===== src/rtl/cmac_pkg.sv =====
package cmac_pkg;

    // Control bits that travel alongside the data through every stage.
    typedef struct packed {
        logic valid;
        logic clear;
    } cmac_ctl_t;

    // Product lane order inside the multiply stage.
    localparam int LANE_RR = 0;   // ar * br
    localparam int LANE_II = 1;   // ai * bi
    localparam int LANE_RI = 2;   // ar * bi
    localparam int LANE_IR = 3;   // ai * br
    localparam int NUM_LANES = 4;

endpackage


===== src/rtl/cmac_unpack.sv =====
module cmac_unpack
    import cmac_pkg::*;
#(
    parameter int DW    = 16,
    parameter int AFRAC = 14
) (
    input  logic                 clk,
    input  logic                 rst_n,
    input  logic                 in_valid,
    input  logic                 clear,
    input  logic [2*DW-1:0]      a_word,
    input  logic [2*DW-1:0]      b_word,
    output cmac_ctl_t            ctl_o,
    output logic signed [DW-1:0] ar_o,
    output logic signed [DW-1:0] ai_o,
    output logic signed [DW-1:0] br_o,
    output logic signed [DW-1:0] bi_o
);

    localparam int WW   = 2 * DW;
    localparam int AONE = 1 << AFRAC;

    typedef struct packed {
        cmac_ctl_t            ctl;
        logic signed [DW-1:0] ar;
        logic signed [DW-1:0] ai;
        logic signed [DW-1:0] br;
        logic signed [DW-1:0] bi;
    } op_stage_t;

    op_stage_t st_d, st_q;

    always_comb begin
        st_d           = st_q;
        st_d.ctl.valid = in_valid;
        st_d.ctl.clear = in_valid & clear;
        if (in_valid) begin
            st_d.ar = $signed(a_word[WW-1:DW]);
            st_d.ai = $signed(a_word[DW-1:0]);
            st_d.br = $signed(b_word[WW-1:DW]);
            st_d.bi = $signed(b_word[DW-1:0]);
        end
    end

    always_ff @(posedge clk or negedge rst_n) begin
        if (!rst_n) begin
            st_q <= '0;
        end else begin
            st_q <= st_d;
        end
    end

    assign ctl_o = st_q.ctl;
    assign ar_o  = st_q.ar;
    assign ai_o  = st_q.ai;
    assign br_o  = st_q.br;
    assign bi_o  = st_q.bi;

    AST_A_RANGE: assert property (@(posedge clk) disable iff (!rst_n)
        in_valid |-> ($signed(a_word[WW-1:DW]) >= -AONE && $signed(a_word[WW-1:DW]) <= AONE &&
                      $signed(a_word[DW-1:0])  >= -AONE && $signed(a_word[DW-1:0])  <= AONE));

endmodule


===== src/rtl/cmac_mult.sv =====
module cmac_mult
    import cmac_pkg::*;
#(
    parameter int DW    = 16,
    parameter int AFRAC = 14
) (
    input  logic                 clk,
    input  logic                 rst_n,
    input  cmac_ctl_t            ctl_i,
    input  logic signed [DW-1:0] ar_i,
    input  logic signed [DW-1:0] ai_i,
    input  logic signed [DW-1:0] br_i,
    input  logic signed [DW-1:0] bi_i,
    output cmac_ctl_t            ctl_o,
    output logic [NUM_LANES-1:0][2*DW-1:0] prod_o
);

    localparam int    PW   = 2 * DW;
    localparam longint PBND = 64'sd1 << (AFRAC + DW - 1);

    typedef struct packed {
        cmac_ctl_t                     ctl;
        logic [NUM_LANES-1:0][PW-1:0]  p;
    } mul_stage_t;

    mul_stage_t st_d, st_q;

    logic signed [DW-1:0] lhs [NUM_LANES];
    logic signed [DW-1:0] rhs [NUM_LANES];
    logic signed [PW-1:0] prod_c [NUM_LANES];

    assign lhs[LANE_RR] = ar_i;  assign rhs[LANE_RR] = br_i;
    assign lhs[LANE_II] = ai_i;  assign rhs[LANE_II] = bi_i;
    assign lhs[LANE_RI] = ar_i;  assign rhs[LANE_RI] = bi_i;
    assign lhs[LANE_IR] = ai_i;  assign rhs[LANE_IR] = br_i;

    for (genvar g = 0; g < NUM_LANES; g++) begin : g_lane
        logic signed [PW-1:0] lhs_ext, rhs_ext;
        assign lhs_ext   = PW'(lhs[g]);
        assign rhs_ext   = PW'(rhs[g]);
        assign prod_c[g] = lhs_ext * rhs_ext;
    end

    always_comb begin
        st_d     = st_q;
        st_d.ctl = ctl_i;
        if (ctl_i.valid) begin
            for (int k = 0; k < NUM_LANES; k++) begin
                st_d.p[k] = prod_c[k];
            end
        end
    end

    always_ff @(posedge clk or negedge rst_n) begin
        if (!rst_n) begin
            st_q <= '0;
        end else begin
            st_q <= st_d;
        end
    end

    assign ctl_o  = st_q.ctl;
    assign prod_o = st_q.p;

    AST_PROD_BOUND: assert property (@(posedge clk) disable iff (!rst_n)
        st_q.ctl.valid |-> (longint'($signed(st_q.p[LANE_RR])) <= PBND &&
                            longint'($signed(st_q.p[LANE_RR])) >= -PBND &&
                            longint'($signed(st_q.p[LANE_IR])) <= PBND &&
                            longint'($signed(st_q.p[LANE_IR])) >= -PBND));

endmodule


===== src/rtl/cmac_accum.sv =====
module cmac_accum
    import cmac_pkg::*;
#(
    parameter int DW    = 16,
    parameter int AFRAC = 14
) (
    input  logic                           clk,
    input  logic                           rst_n,
    input  cmac_ctl_t                      ctl_i,
    input  logic [NUM_LANES-1:0][2*DW-1:0] prod_i,
    output logic                           valid_o,
    output logic [DW-1:0]                  acc_re_o,
    output logic [DW-1:0]                  acc_im_o
);

    localparam int     PW   = 2 * DW;
    localparam longint SBND = 64'sd1 << (AFRAC + DW);

    typedef struct packed {
        logic          valid;
        logic [DW-1:0] re;
        logic [DW-1:0] im;
    } acc_stage_t;

    acc_stage_t st_d, st_q;

    logic signed [PW-1:0] sum_re, sum_im;
    logic [DW-1:0]        term_re, term_im;
    logic [DW-1:0]        base_re, base_im;

    always_comb begin
        sum_re  = $signed(prod_i[LANE_RR]) - $signed(prod_i[LANE_II]);
        sum_im  = $signed(prod_i[LANE_RI]) + $signed(prod_i[LANE_IR]);
        term_re = DW'(sum_re >>> AFRAC);
        term_im = DW'(sum_im >>> AFRAC);
        base_re = ctl_i.clear ? '0 : st_q.re;
        base_im = ctl_i.clear ? '0 : st_q.im;

        st_d       = st_q;
        st_d.valid = ctl_i.valid;
        if (ctl_i.valid) begin
            st_d.re = base_re + term_re;
            st_d.im = base_im + term_im;
        end
    end

    always_ff @(posedge clk or negedge rst_n) begin
        if (!rst_n) begin
            st_q <= '0;
        end else begin
            st_q <= st_d;
        end
    end

    assign valid_o  = st_q.valid;
    assign acc_re_o = st_q.re;
    assign acc_im_o = st_q.im;

    AST_SUM_RANGE: assert property (@(posedge clk) disable iff (!rst_n)
        ctl_i.valid |-> (longint'(sum_re) <= SBND && longint'(sum_re) >= -SBND &&
                         longint'(sum_im) <= SBND && longint'(sum_im) >= -SBND));

endmodule


===== src/rtl/cmac_unit.sv =====
module cmac_unit
    import cmac_pkg::*;
#(
    parameter int DW    = 16,
    parameter int AFRAC = 14
) (
    input  logic            clk,
    input  logic            rst_n,
    input  logic            in_valid,
    input  logic            clear,
    input  logic [2*DW-1:0] a_word,
    input  logic [2*DW-1:0] b_word,
    output logic            out_valid,
    output logic [2*DW-1:0] acc_word
);

    localparam int PW = 2 * DW;
    localparam int LATENCY = 3;

    cmac_ctl_t            ctl_s1, ctl_s2;
    logic signed [DW-1:0] ar_s1, ai_s1, br_s1, bi_s1;
    logic [NUM_LANES-1:0][PW-1:0] prod_s2;
    logic [DW-1:0]        acc_re, acc_im;

    cmac_unpack #(.DW(DW), .AFRAC(AFRAC)) u_unpack (
        .clk      (clk),
        .rst_n    (rst_n),
        .in_valid (in_valid),
        .clear    (clear),
        .a_word   (a_word),
        .b_word   (b_word),
        .ctl_o    (ctl_s1),
        .ar_o     (ar_s1),
        .ai_o     (ai_s1),
        .br_o     (br_s1),
        .bi_o     (bi_s1)
    );

    cmac_mult #(.DW(DW), .AFRAC(AFRAC)) u_mult (
        .clk    (clk),
        .rst_n  (rst_n),
        .ctl_i  (ctl_s1),
        .ar_i   (ar_s1),
        .ai_i   (ai_s1),
        .br_i   (br_s1),
        .bi_i   (bi_s1),
        .ctl_o  (ctl_s2),
        .prod_o (prod_s2)
    );

    cmac_accum #(.DW(DW), .AFRAC(AFRAC)) u_accum (
        .clk      (clk),
        .rst_n    (rst_n),
        .ctl_i    (ctl_s2),
        .prod_i   (prod_s2),
        .valid_o  (out_valid),
        .acc_re_o (acc_re),
        .acc_im_o (acc_im)
    );

    assign acc_word = {acc_re, acc_im};

    // Cycles since reset, saturating, so the latency check never looks before reset.
    logic [1:0] warm_d, warm_q;

    always_comb begin
        warm_d = warm_q;
        if (warm_q != 2'(LATENCY)) begin
            warm_d = warm_q + 2'd1;
        end
    end

    always_ff @(posedge clk or negedge rst_n) begin
        if (!rst_n) begin
            warm_q <= '0;
        end else begin
            warm_q <= warm_d;
        end
    end

    AST_LATENCY: assert property (@(posedge clk) disable iff (!rst_n)
        (warm_q == 2'(LATENCY)) |-> (out_valid == $past(in_valid, 3)));

    AST_HOLD_IDLE: assert property (@(posedge clk) disable iff (!rst_n)
        !out_valid |-> $stable(acc_word));

endmodule


===== config.mk =====
export PLATFORM = sky130hd
export DESIGN_NAME = cmac_unit
export DESIGN_NICKNAME = d
export VERILOG_FILES = /design/src/rtl/cmac_pkg.sv /design/src/rtl/cmac_unpack.sv /design/src/rtl/cmac_mult.sv /design/src/rtl/cmac_accum.sv /design/src/rtl/cmac_unit.sv
export SDC_FILE = /design/constraint.sdc
export NUM_CORES = 2
export LEC_CHECK = 0
export BUFFER_PORTS_ARGS = -buffer_cell sky130_fd_sc_hd__buf_4
export CORE_MARGIN = 3
export CORE_UTILIZATION = 48
export DETAILED_ROUTE_END_ITERATION = 7
export PLACE_DENSITY = 0.66
export SLEW_MARGIN = 20
export SYNTH_ARGS = -nofsm -noshare
export SYNTH_HDL_FRONTEND = slang
export SYNTH_SLANG_ARGS = --single-unit
export TNS_END_PERCENT = 100

===== constraint.sdc =====
create_clock -name clk -period 12 [get_ports clk]
set_input_delay 0.6 -clock clk [delete_from_list [all_inputs] [get_ports clk]]
set_output_delay 0.6 -clock clk [all_outputs]
set_load 0.01 [all_outputs]

==> results.ini <==
[place]
portBuffers=100
placed_cells=6529
place_congestion=0.877
hpwl_um=99800

[clock_network]
cts_buffers=36
cts_tree=built
cts.reportedPaths.clkPinSlew_ns=0.07
cts_buffer_depth=3
cts_resized=0
cts_setup_buffers=0
cts_sinks=221
cts_max_level=2
cts-root-buf=clkbuf_16
cts_hold_buf=1
clk_latency_ns=0.62

[setup_path]
critical_path.reg2reg.endpoint=u_mult.prod_o[27]
crit_required_ns=12.50
max_stage_delay_ns=0.58
end_kind=flop
startpoint=u_unpack.br_o[1]
crit_type=reg2reg
cp-start-kind=flop
arrival_ns=7.64
worstReg2RegStart=u_unpack.br_o[1]
reg2reg_depth=21
crit_chain=buf_4 -> nand2_1 -> fa_1 -> fa_1 -> inv_1 -> fa_1 -> inv_1 -> fa_1 -> fa_1 -> fa_1 -> inv_1 -> ha_1 -> nand2_1 -> or3b_1 -> a311oi_1 -> nor3_1 -> o31a_1 -> o211ai_1 -> a21oi_1 -> xnor2_1 -> mux2_2
crit_fanout=25
crit_path_top_delay_cell=a311oi_1
critical_path.most_common_cell=fa_1
endpoint=u_mult.prod_o[27]
regToRegSetupSlack_ns=4.85

[route]
wl_um=130000
first_pass_iters=5
ant_nets=0
vias=35300
wl_per_cell_um=19.8
drc=0
first_iter_violations=2287
via_per_inst=5.35

[timing]
relSlewSlack=0.268
hold_ws_ns=0.205
hold_violations=0
tns_ns=0
max_freq_ghz=0.140
min_period_over_period=0.596
min_period_ns=7.15
worst_slew_pin_slew_ns=1.10
setup_viol=0
final.setup_skew_ns=0.0494
slew_viol_final=0
rsz0062_at_grt=false

[global_route]
grt_pass1_vias=37200
grt_use_total=0.254
grt_max_degree=71
antenna_found_initial=3
grt-ovfl-total=0
grt_pass1_wl_um=211000

[synthesis]
synth_top_area_cell=fa_1
synth_top_area_frac=0.404
synthDistinctLibCells=82
synth_cells=5230
synthAdderAreaFrac=0.506
synth.area.top_cells=fa_1 (40%), dfrtp_1 (11%), ha_1 (10%), inv_1 (9.0%), and2_1 (6.2%)
synth_edf_count=0
async_flop_share=1.00
synth_simple_gate_area_frac=0.142
synth_nets=6694
synth-compound-area-share=0.0645
synth_mux_area_frac=0.0331
synth_warnings=0
ys_seq_area_frac=0.112
synth_top_family_by_area=adder cells
synth_commonest_cells=inv_1 (1,179), fa_1 (994), nand2_1 (561)
synth_xor_area_frac=0.0338
synthFlopType=dfrtp_1
synthesis.area_um2=49200
avgSynthCellArea_um2=9.41
synth.most_common_cell=inv_1
ys_ff_latch=221

[hold_path]
min_from=b_word[29]
holdCritPathClass=in2reg

[finish]
instances_no_fill=6596
utilization=0.521
drive_above_1_share=0.0766
nets=6675
area_delta_synth_final_pct=6.73

[floorplan]
core_area_um2=101000
die_height_um=326
dieArea_um2=106000
io_pins=101
rows=116
dieWidth_um=326
initial_core_util=0.488

[flow_run]
cap_violations=0

[status]
status=finished clean

logic make-up (layout without fill, tap and decap cells):
group                      after synthesis  after routing
other                                    0              1
adders and majority gates             1396           1396
xor gates and xnor gates               190            190
AOI/OAI and AO/OA                      472            472
DFF                                    221            221
buffers and inverters                 1411           1419
and+or+nand+nor                       1395           1395
muxes                                  145            145
metrics by stage:
step                setup slack (ns)  instance area, um2
CTS                             4.93               52500
floorplan                       5.84               49200
detailed placement              4.90               51400
global route                    4.48               52500
global placement                5.05               51400
finish                          4.85               52500
area by class of cell:
type                       instances  area, um2
antenna                            1       2.50
multi-input combinational       3598      38400
clock inverter                    14        159
clock buffer                      51       1010
tap                             1357       1700
fill                            9285      48300
timing repair buffer             172       1300
sequential                       221       5550
inverter                        1182       4440
critical path, delay by kind of cell, from the launching register on:
kind / cells / cell delay (ns)
AOI/OAI and AO/OA: 4 / 1.34
xor gates and xnor gates: 1 / 0.12
adders and majority gates: 7 / 3.40
buffers and inverters: 4 / 0.54
DFF: 1 / 0.50
muxes: 1 / 0.26
and+or+nand+nor: 4 / 0.84
placed cells by master (no fill, tap or decap), drive strengths merged, types with 6 or more instances in the layout:
cell / netlist / routed
o2111ai: 11 / 11
a21boi: 10 / 10
nand2: 561 / 561
inv: 1182 / 1184
mux2: 140 / 140
and2: 490 / 490
or2: 8 / 8
xor2: 45 / 45
o21a: 27 / 27
o21bai: 19 / 19
a31oi: 16 / 16
nand2b: 35 / 35
clkinv: 0 / 6
a211o: 10 / 10
a21oi: 122 / 122
ha: 402 / 402
xnor2: 145 / 145
o211ai: 14 / 14
o31ai: 12 / 12
nand4: 10 / 10
clkbuf: 219 / 51
a21o: 75 / 75
nor2: 119 / 119
o21ai: 90 / 90
nand3: 32 / 32
and3: 15 / 15
a211oi: 20 / 20
dfrtp: 221 / 221
or3: 22 / 22
nor3: 29 / 29
fa: 994 / 994
buf: 10 / 171
nor2b: 50 / 50
per-layer routing:
layer  up-vias  wire length, um  part of all wire  global-route usage
met3       236             8830             0.068              0.0393
li1      15700                -                 -                   -
met1     18200            54500              0.42               0.346
met5         -               41           0.00031                   0
met2      1155            61100              0.47               0.411
met4         6             5900             0.045              0.0970
sequential cells by signal, indices dropped and copies added (netlist names):
name              flops
u_accum.acc_re_o     16
u_unpack.br_o        16
u_unpack.ai_o        16
u_unpack.ctl_o        2
u_accum.acc_im_o     16
u_unpack.ar_o        16
u_accum.valid_o       1
u_unpack.bi_o        16
u_mult.prod_o       120
u_mult.ctl_o          2
worst min path at each step:
stage	end	slack (ns)	cells past startpoint
final	u_unpack.br_o[13]	0.20	2
after global routing	u_unpack.ar_o[11]	0.19	2
after global placement	u_mult.ctl_o[0]	0.34	0
after CTS	u_unpack.br_o[13]	0.16	2
after detailed placement	u_mult.ctl_o[0]	0.34	0
after floorplan	u_accum.acc_im_o[0]	0.30	0
Power is not shown: default switching activity piles up to over one toggle a cycle in this logic, so the estimate is an artifact.
